### src/rtl/cfg_addr_pkg.sv
// Package: shared constants and types for the configuration address generator.
// Assumes: map word layout with the cycle-type code in bits 3:1 and the
// low-address pass-through flag in bit 0.
package cfg_addr_pkg;
    typedef enum logic {
        CYC_TYPE0 = 1'b0,
        CYC_TYPE1 = 1'b1
    } cyc_kind_t;

    // Cycle-type code for a configuration access, placed in map bits 3:1.
    localparam logic [2:0] MAP_TYPE_CFG = 3'b101;
endpackage

### src/rtl/cfg_req_check.sv
// Module: cfg_req_check
// Purpose: classifies a request as type 0 or type 1 and decides whether it is
// legal. Assumes the fields are FIELD_W bits wide when legal; any set bit above
// that is out of range. On bus 0 the slot must fit the map select field.
module cfg_req_check #(
    parameter int BUS_W     = 9,
    parameter int FN_W      = 9,
    parameter int OFS_W     = 9,
    parameter int FIELD_W   = 8,
    parameter int MAP_W     = 16,
    parameter int MAP_SHIFT = 5
) (
    input  logic [BUS_W-1:0]      bus,
    input  logic [FN_W-1:0]       devfn,
    input  logic [OFS_W-1:0]      offset,
    output cfg_addr_pkg::cyc_kind_t kind,
    output logic                  legal
);
    import cfg_addr_pkg::*;

    localparam logic [5:0] SLOT_TOP = 6'(MAP_W + MAP_SHIFT - 1);

    logic       range_bad;
    logic       slot_bad;
    logic [4:0] slot;

    assign slot = devfn[7:3];

    // Classify the cycle type and check every field range.
    always_comb begin
        range_bad = (|bus[BUS_W-1:FIELD_W]) | (|devfn[FN_W-1:FIELD_W]) |
                    (|offset[OFS_W-1:FIELD_W]);
        kind      = (bus[FIELD_W-1:0] == '0) ? CYC_TYPE0 : CYC_TYPE1;
        slot_bad  = (kind == CYC_TYPE0) && ({1'b0, slot} > SLOT_TOP);
        legal     = !range_bad && !slot_bad;
    end
endmodule

### src/rtl/cfg_type0_enc.sv
// Module: cfg_type0_enc
// Purpose: builds the local-segment (type 0) address and map select bits.
// Low slots set a one-hot bit in the address; higher slots set a one-hot bit
// in the map word. Assumes the slot has already been range-checked.
module cfg_type0_enc #(
    parameter int ADDR_W     = 24,
    parameter int MAP_W      = 16,
    parameter int DIRECT_MAX = 12,
    parameter int DEV_LSB    = 11,
    parameter int FUNC_LSB   = 8,
    parameter int MAP_SHIFT  = 5
) (
    input  logic [7:0]        devfn,
    output logic [ADDR_W-1:0] addr,
    output logic [MAP_W-1:0]  map_sel
);
    localparam logic [4:0] DIRECT_MAX_S = 5'(DIRECT_MAX);
    localparam logic [4:0] MAP_SHIFT_S  = 5'(MAP_SHIFT);

    logic [4:0] slot;
    logic [2:0] func;
    logic [5:0] addr_pos;
    logic [4:0] map_pos;

    assign slot = devfn[7:3];
    assign func = devfn[2:0];

    // Place the device select bit either in the address or in the map word.
    always_comb begin
        addr_pos = 6'(slot) + 6'(DEV_LSB);
        map_pos  = slot - MAP_SHIFT_S;
        addr     = ADDR_W'(func) << FUNC_LSB;
        map_sel  = '0;
        if (slot <= DIRECT_MAX_S) begin
            addr = addr | (ADDR_W'(1) << addr_pos);
        end else begin
            map_sel = MAP_W'(1) << map_pos;
        end
    end
endmodule

### src/rtl/cfg_type1_enc.sv
// Module: cfg_type1_enc
// Purpose: builds the remote-bus (type 1) address from bus and devfn.
// Assumes both fields are already known to be in range.
module cfg_type1_enc #(
    parameter int ADDR_W  = 24,
    parameter int FIELD_W = 8
) (
    input  logic [FIELD_W-1:0] bus,
    input  logic [FIELD_W-1:0] devfn,
    output logic [ADDR_W-1:0]  addr
);
    // Pack bus above devfn, leaving the low byte free for the offset.
    always_comb begin
        addr = ADDR_W'({bus, devfn}) << FIELD_W;
    end
endmodule

### src/rtl/cfg_addr_gen.sv
// Module: cfg_addr_gen (top)
// Purpose: registers the configuration address and map word for one request
// per strobe, with a done pulse for legal requests and an error pulse for
// illegal ones. Assumes request fields are stable while req_valid is high.
module cfg_addr_gen #(
    parameter int BUS_W      = 9,
    parameter int FN_W       = 9,
    parameter int OFS_W      = 9,
    parameter int FIELD_W    = 8,
    parameter int ADDR_W     = 24,
    parameter int MAP_W      = 16,
    parameter int DIRECT_MAX = 12,
    parameter int DEV_LSB    = 11,
    parameter int FUNC_LSB   = 8,
    parameter int MAP_SHIFT  = 5
) (
    input  logic              clk,
    input  logic              rst_n,
    input  logic              req_valid,
    input  logic [BUS_W-1:0]  req_bus,
    input  logic [FN_W-1:0]   req_devfn,
    input  logic [OFS_W-1:0]  req_offset,
    output logic [ADDR_W-1:0] cfg_addr,
    output logic [MAP_W-1:0]  cfg_map,
    output logic              cfg_low_en,
    output logic              req_illegal,
    output logic              cfg_done
);
    import cfg_addr_pkg::*;

    cyc_kind_t         kind;
    logic              legal;
    logic [ADDR_W-1:0] t0_addr;
    logic [MAP_W-1:0]  t0_map;
    logic [ADDR_W-1:0] t1_addr;
    logic [ADDR_W-1:0] next_addr;
    logic [MAP_W-1:0]  next_map;
    logic              next_low;

    cfg_req_check #(
        .BUS_W(BUS_W), .FN_W(FN_W), .OFS_W(OFS_W), .FIELD_W(FIELD_W),
        .MAP_W(MAP_W), .MAP_SHIFT(MAP_SHIFT)
    ) u_check (
        .bus(req_bus), .devfn(req_devfn), .offset(req_offset),
        .kind(kind), .legal(legal)
    );

    cfg_type0_enc #(
        .ADDR_W(ADDR_W), .MAP_W(MAP_W), .DIRECT_MAX(DIRECT_MAX),
        .DEV_LSB(DEV_LSB), .FUNC_LSB(FUNC_LSB), .MAP_SHIFT(MAP_SHIFT)
    ) u_type0 (
        .devfn(req_devfn[7:0]), .addr(t0_addr), .map_sel(t0_map)
    );

    cfg_type1_enc #(
        .ADDR_W(ADDR_W), .FIELD_W(FIELD_W)
    ) u_type1 (
        .bus(req_bus[FIELD_W-1:0]), .devfn(req_devfn[FIELD_W-1:0]), .addr(t1_addr)
    );

    // Select the encoder result, add the offset and assemble the map word.
    always_comb begin
        next_low  = (kind == CYC_TYPE1);
        next_addr = ((kind == CYC_TYPE1) ? t1_addr : t0_addr) +
                    ADDR_W'(req_offset[FIELD_W-1:0]);
        next_map  = ((kind == CYC_TYPE1) ? '0 : t0_map) |
                    MAP_W'({MAP_TYPE_CFG, next_low});
    end

    // Register results on a request; pulses last a single cycle.
    always_ff @(posedge clk) begin
        if (!rst_n) begin
            cfg_addr    <= '0;
            cfg_map     <= '0;
            cfg_low_en  <= 1'b0;
            req_illegal <= 1'b0;
            cfg_done    <= 1'b0;
        end else begin
            cfg_done    <= req_valid && legal;
            req_illegal <= req_valid && !legal;
            if (req_valid) begin
                cfg_addr   <= legal ? next_addr : '0;
                cfg_map    <= legal ? next_map  : '0;
                cfg_low_en <= legal && next_low;
            end
        end
    end

    // a legal request is followed by done on the next cycle.
    a_r2_done_follows: assert property (@(posedge clk) disable iff (!rst_n)
        req_valid && legal |=> cfg_done);
    // no request, no done.
    a_r2_no_spurious_done: assert property (@(posedge clk) disable iff (!rst_n)
        !req_valid |=> !cfg_done && !req_illegal);
    // done and error never together; an error leaves nothing behind.
    a_r8_err_exclusive: assert property (@(posedge clk) disable iff (!rst_n)
        !(cfg_done && req_illegal));
    a_r8_err_clears: assert property (@(posedge clk) disable iff (!rst_n)
        req_illegal |-> (cfg_addr == '0) && (cfg_map == '0) && !cfg_low_en);
    // the configuration type code is present on every completion.
    a_r3_type_code: assert property (@(posedge clk) disable iff (!rst_n)
        cfg_done |-> cfg_map[3:1] == MAP_TYPE_CFG);
    // the pass-through flag follows the bus number of the request.
    a_r6_low_en_type1: assert property (@(posedge clk) disable iff (!rst_n)
        req_valid && legal |=> cfg_low_en == $past(req_bus != '0));
    // a type 0 result carries exactly one device select bit.
    a_r5_one_select: assert property (@(posedge clk) disable iff (!rst_n)
        cfg_done && !cfg_low_en |->
            ($countones(cfg_addr[ADDR_W-1:DEV_LSB]) +
             $countones(cfg_map[MAP_W-1:4])) == 1);
    // outputs hold when no request arrives.
    a_r10_hold: assert property (@(posedge clk) disable iff (!rst_n)
        !req_valid |=> $stable(cfg_addr) && $stable(cfg_map));
endmodule

### config.mk
export PLATFORM = sky130hd
export DESIGN_NAME = cfg_addr_gen
export DESIGN_NICKNAME = d
export VERILOG_FILES = /design/src/rtl/cfg_addr_pkg.sv /design/src/rtl/cfg_req_check.sv /design/src/rtl/cfg_type0_enc.sv /design/src/rtl/cfg_type1_enc.sv /design/src/rtl/cfg_addr_gen.sv
export SDC_FILE = /design/constraint.sdc
export NUM_CORES = 1
export LEC_CHECK = 0
export ABC_AREA = 1
export BUFFER_PORTS_ARGS = -buffer_cell sky130_fd_sc_hd__buf_2
export CAP_MARGIN = 20
export CORE_MARGIN = 1
export CORE_UTILIZATION = 58
export CTS_BUF_LIST = sky130_fd_sc_hd__clkbuf_4 sky130_fd_sc_hd__clkbuf_8
export CTS_CLUSTER_DIAMETER = 120
export DETAILED_ROUTE_END_ITERATION = 10
export HOLD_SLACK_MARGIN = 0.08
export PLACE_DENSITY = 0.88
export SYNTH_ARGS = -nofsm -noshare
export SYNTH_HDL_FRONTEND = slang
export SYNTH_SLANG_ARGS = --single-unit
### constraint.sdc
create_clock -name clk -period 2.5 [get_ports clk]
set_input_delay 0.5 -clock clk [delete_from_list [all_inputs] [get_ports clk]]
set_output_delay 0.5 -clock clk [all_outputs]
set_load 0.005 [all_outputs]
==> load_flow_metrics.sql <==
INSERT INTO impl_metrics (metric_group, metric, value, unit) VALUES
('outcome', 'run_status', 'complete, no violations', ''),
('routing', 'ant_nets', '0', ''),
('placed_design', 'preCtsSetupSlack', '0.4121', 'ns'),
('setup_path', 'worst_path_class_setup', 'input pin to register', ''),
('power_and_ir_drop', 'leakage', '1.598', 'nW'),
('clocking', 'post-cts-setup-buffer-count', '0', ''),
('logic_synthesis', 'number_of_enable_type_register_cells_in_the_synthesized_netlist', '0', ''),
('floorplanning', 'io_pins', '73', ''),
('power_and_ir_drop', 'ir_worst_vdd', '0.0002552', 'V'),
('floorplanning', 'design.core.area', '4115', 'sq um'),
('finish', 'syn_to_final_growth', '21.02', '%'),
('setup_path', 'worst_ep_required_time', '2.69', 'ns'),
('setup_path', 'crit_slowest_cell', 'a32o_1', ''),
('clocking', 'cts.reportedPaths.clkPinSlew', '0.08', 'ns'),
('logic_synthesis', 'yosys.area.top_type_share', '32.93', '%'),
('setup_path', 'critPathArrivalTime', '1.98', 'ns'),
('finish', 'antenna-diode-count', '0', ''),
('finish', 'finalInstanceArea', '3090', 'sq um'),
('logic_synthesis', 'synth_cells', '378', ''),
('timing', 'tightestPinTransition', '0.7823', 'ns'),
('grt', 'global_route.overflow_total', '0', ''),
('routing', 'drt-pass1-iter-count', '4', ''),
('setup_path', 'timing.critical_path.to_type', 'register', ''),
('timing', 'hold_violations', '0', ''),
('logic_synthesis', 'asyncSetResetFlopFracSynth', '0', '%'),
('finish', 'nNetsFinal', '496', ''),
('setup_path', 'setup.worst_path.start_class', 'input pin', ''),
('placed_design', 'detailed_place_hpwl', '4734', 'um'),
('grt', 'maximum_number_of_pins_on_one_net_before_global_route_repair', '28', ''),
('logic_synthesis', 'yosysSeqAreaShare', '32.93', '%'),
('timing', 'rsz_0062_raised_after_global_routing', 'false', ''),
('timing', 'hold-worst-slack', '0.4137', 'ns'),
('clocking', 'ctsHtreeMaxLevel', '2', ''),
('clocking', 'clk_latency', '0.29', 'ns'),
('routing', 'wl', '6172', 'um'),
('grt', 'global_route.usage.total', '28.23', '%'),
('logic_synthesis', 'post_synth_main_area_contributors', 'dfxtp_1 33%, nand2_1 17%, nor2_1 5.3%, o21ai_0 4.1%, inv_1 4.0%', ''),
('logic_synthesis', 'flip_flop_and_latch_count_after_synthesis', '42', ''),
('grt', 'grt_first_pass_wirelength', '9894', 'um'),
('timing', 'setup_ws', '0.7092', 'ns'),
('floorplanning', 'dieWidth', '68.36', 'um'),
('routing', 'remaining_drc_errors', '0', ''),
('clocking', 'hold_buffers', '0', ''),
('finish', 'n_fill_cell', '348', ''),
('finish', 'share_of_cells_above_drive_strength_1', '26.64', '%'),
('grt', 'grt_antenna_before_repair', '0', ''),
('clocking', 'clock_tree.buffer_depth', '2', ''),
('clocking', 'cts_sinks', '42', ''),
('timing', 'maxSlewViolCount', '0', ''),
('logic_synthesis', 'postSynth.topFlopCell', 'dfxtp_1', ''),
('floorplanning', 'start_util', '62.06', '%'),
('timing', 'fmax', '0.5584', 'GHz'),
('placed_design', 'finalWeightedCongestion', '0.9020', ''),
('floorplanning', 'die-area', '4672', 'sq um'),
('clocking', 'post_cts_resize_count', '0', ''),
('setup_path', 'slowest_delay', '0.26', 'ns'),
('floorplanning', 'num_rows', '23', ''),
('timing', 'finalClockSkew', '0', 'ns'),
('placed_design', 'place_area', '2977', 'sq um'),
('timing', 'timing.max_slew.rel_slack', '47.29', '%'),
('setup_path', 'cp_cell_sequence', 'buf_2 -> nor2_1 -> nand2_2 -> nor2_8 -> nand2_1 -> nand2_1 -> nor2_1 -> nand2_2 -> inv_2 -> a32o_1', ''),
('timing', 'fin_tns_setup', '0', 'ns'),
('logic_synthesis', 'yosysTopAreaCell', 'dfxtp_1', ''),
('routing', 'avgViaCountPerCell', '5.348', ''),
('logic_synthesis', 'syn-mean-instance-area', '6.756', 'sq um'),
('logic_synthesis', 'synth_commonest_cells', '114 x nand2_1, 42 x dfxtp_1, 36 x nor2_1', ''),
('clocking', 'tritoncts', 'built', ''),
('routing', 'drtIter0Drc', '270', ''),
('floorplanning', 'die_y', '68.36', 'um'),
('routing', 'routedWlPerCell', '12.15', 'um'),
('placed_design', 'number_of_port_buffers', '72', '');
layout by cell type (no fill, tap or decap), types with 2 or more instances in the layout:
master	count
nor3_1	4
or2_2	2
a21oi_1	19
xor2_1	4
nand2_2	11
ha_1	8
dfxtp_1	42
nor2_4	2
nand2_1	114
nor2_2	7
nor2_1	35
o21ai_1	4
nand4_1	12
clkinv_1	2
o21ai_0	21
nand3_2	8
nand3_1	19
buf_2	72
o41ai_1	4
clkbuf_4	2
inv_1	27
clkbuf_8	5
a32o_1	2
conb_1	9
inv_2	8
cells by family after synthesis:
| group | count (synthesis) | synth area share (%) |
|---|---|---|
| buffers and inverters | 46 | 7.643 |
| other | 2 | 0.2941 |
| AND/OR/NAND/NOR | 218 | 40.13 |
| AO/OA/AOI/OAI | 56 | 12.59 |
| flip-flops | 42 | 32.93 |
| XOR/XNOR | 5 | 1.715 |
| adder cells (fa/ha/maj) | 9 | 4.704 |
power breakdown:
| part | total, mW | switching [mW] | internal [mW] |
|---|---|---|---|
| clock network | 0.543 | 0.223 | 0.320 |
| logic | 0.249 | 0.162 | 0.0875 |
| registers | 0.681 | 0.00388 | 0.677 |
| total | 1.47 | 0.389 | 1.09 |
worst reg2reg max path: cells and delay by family (launching register included):
family / cells / cell delay, ns
flops: 1 / 0.33
compound gates: 1 / 0.14
simple gates: 1 / 0.05
state kept, by name (all words and copies together), names as in the netlist:
signal,cells
cfg_done,1
cfg_addr,24
req_illegal,1
cfg_low_en,1
cfg_map,15
metrics by stage:
step | cells | total power [mW] | utilization [%]
5_1_grt | 508 | 1.539 | 75.10
4_1_cts | 508 | 1.470 | 75.10
2_1_floorplan | 385 | 0.8628 | -
3_5_place_dp | 500 | 0.9334 | 72.33
6_report | 508 | 1.474 | 75.10
3_3_place_gp | 500 | 0.9312 | 72.33
metal layers:
| layer | GRT usage, % | part of all wire (%) | routed length (um) |
|---|---|---|---|
| met4 | 11.46 | 1.5 | 92 |
| met3 | 4.833 | 6.0 | 370 |
| met2 | 47.43 | 48 | 2982 |
| met5 | 0 | 0 | 0 |
| met1 | 35.34 | 44 | 2727 |
final timing paths:
path / from / end / slack (ns) / cells past startpoint
worst min register to register: cfg_map[7] / cfg_map[7] / 0.43 / 2
worst max-delay path: req_bus[7] / cfg_map[15] / 0.71 / 10
worst min-delay path: req_valid / cfg_map[7] / 0.41 / 2
worst max register to register: cfg_map[3] / cfg_map[3] / 1.87 / 2
final cells by class:
cell class	instances	area [sq um]	area share, %
clock buffers	7	83.83	2.713
well taps	50	62.56	2.024
flip-flops and latches	42	840.8	27.21
repair buffers	74	387.9	12.55
clock inverters	1	30.03	0.9717
multi-input cells	297	1546	50.04
inverters	37	138.9	4.494
Power figures use the tool's default switching activity.
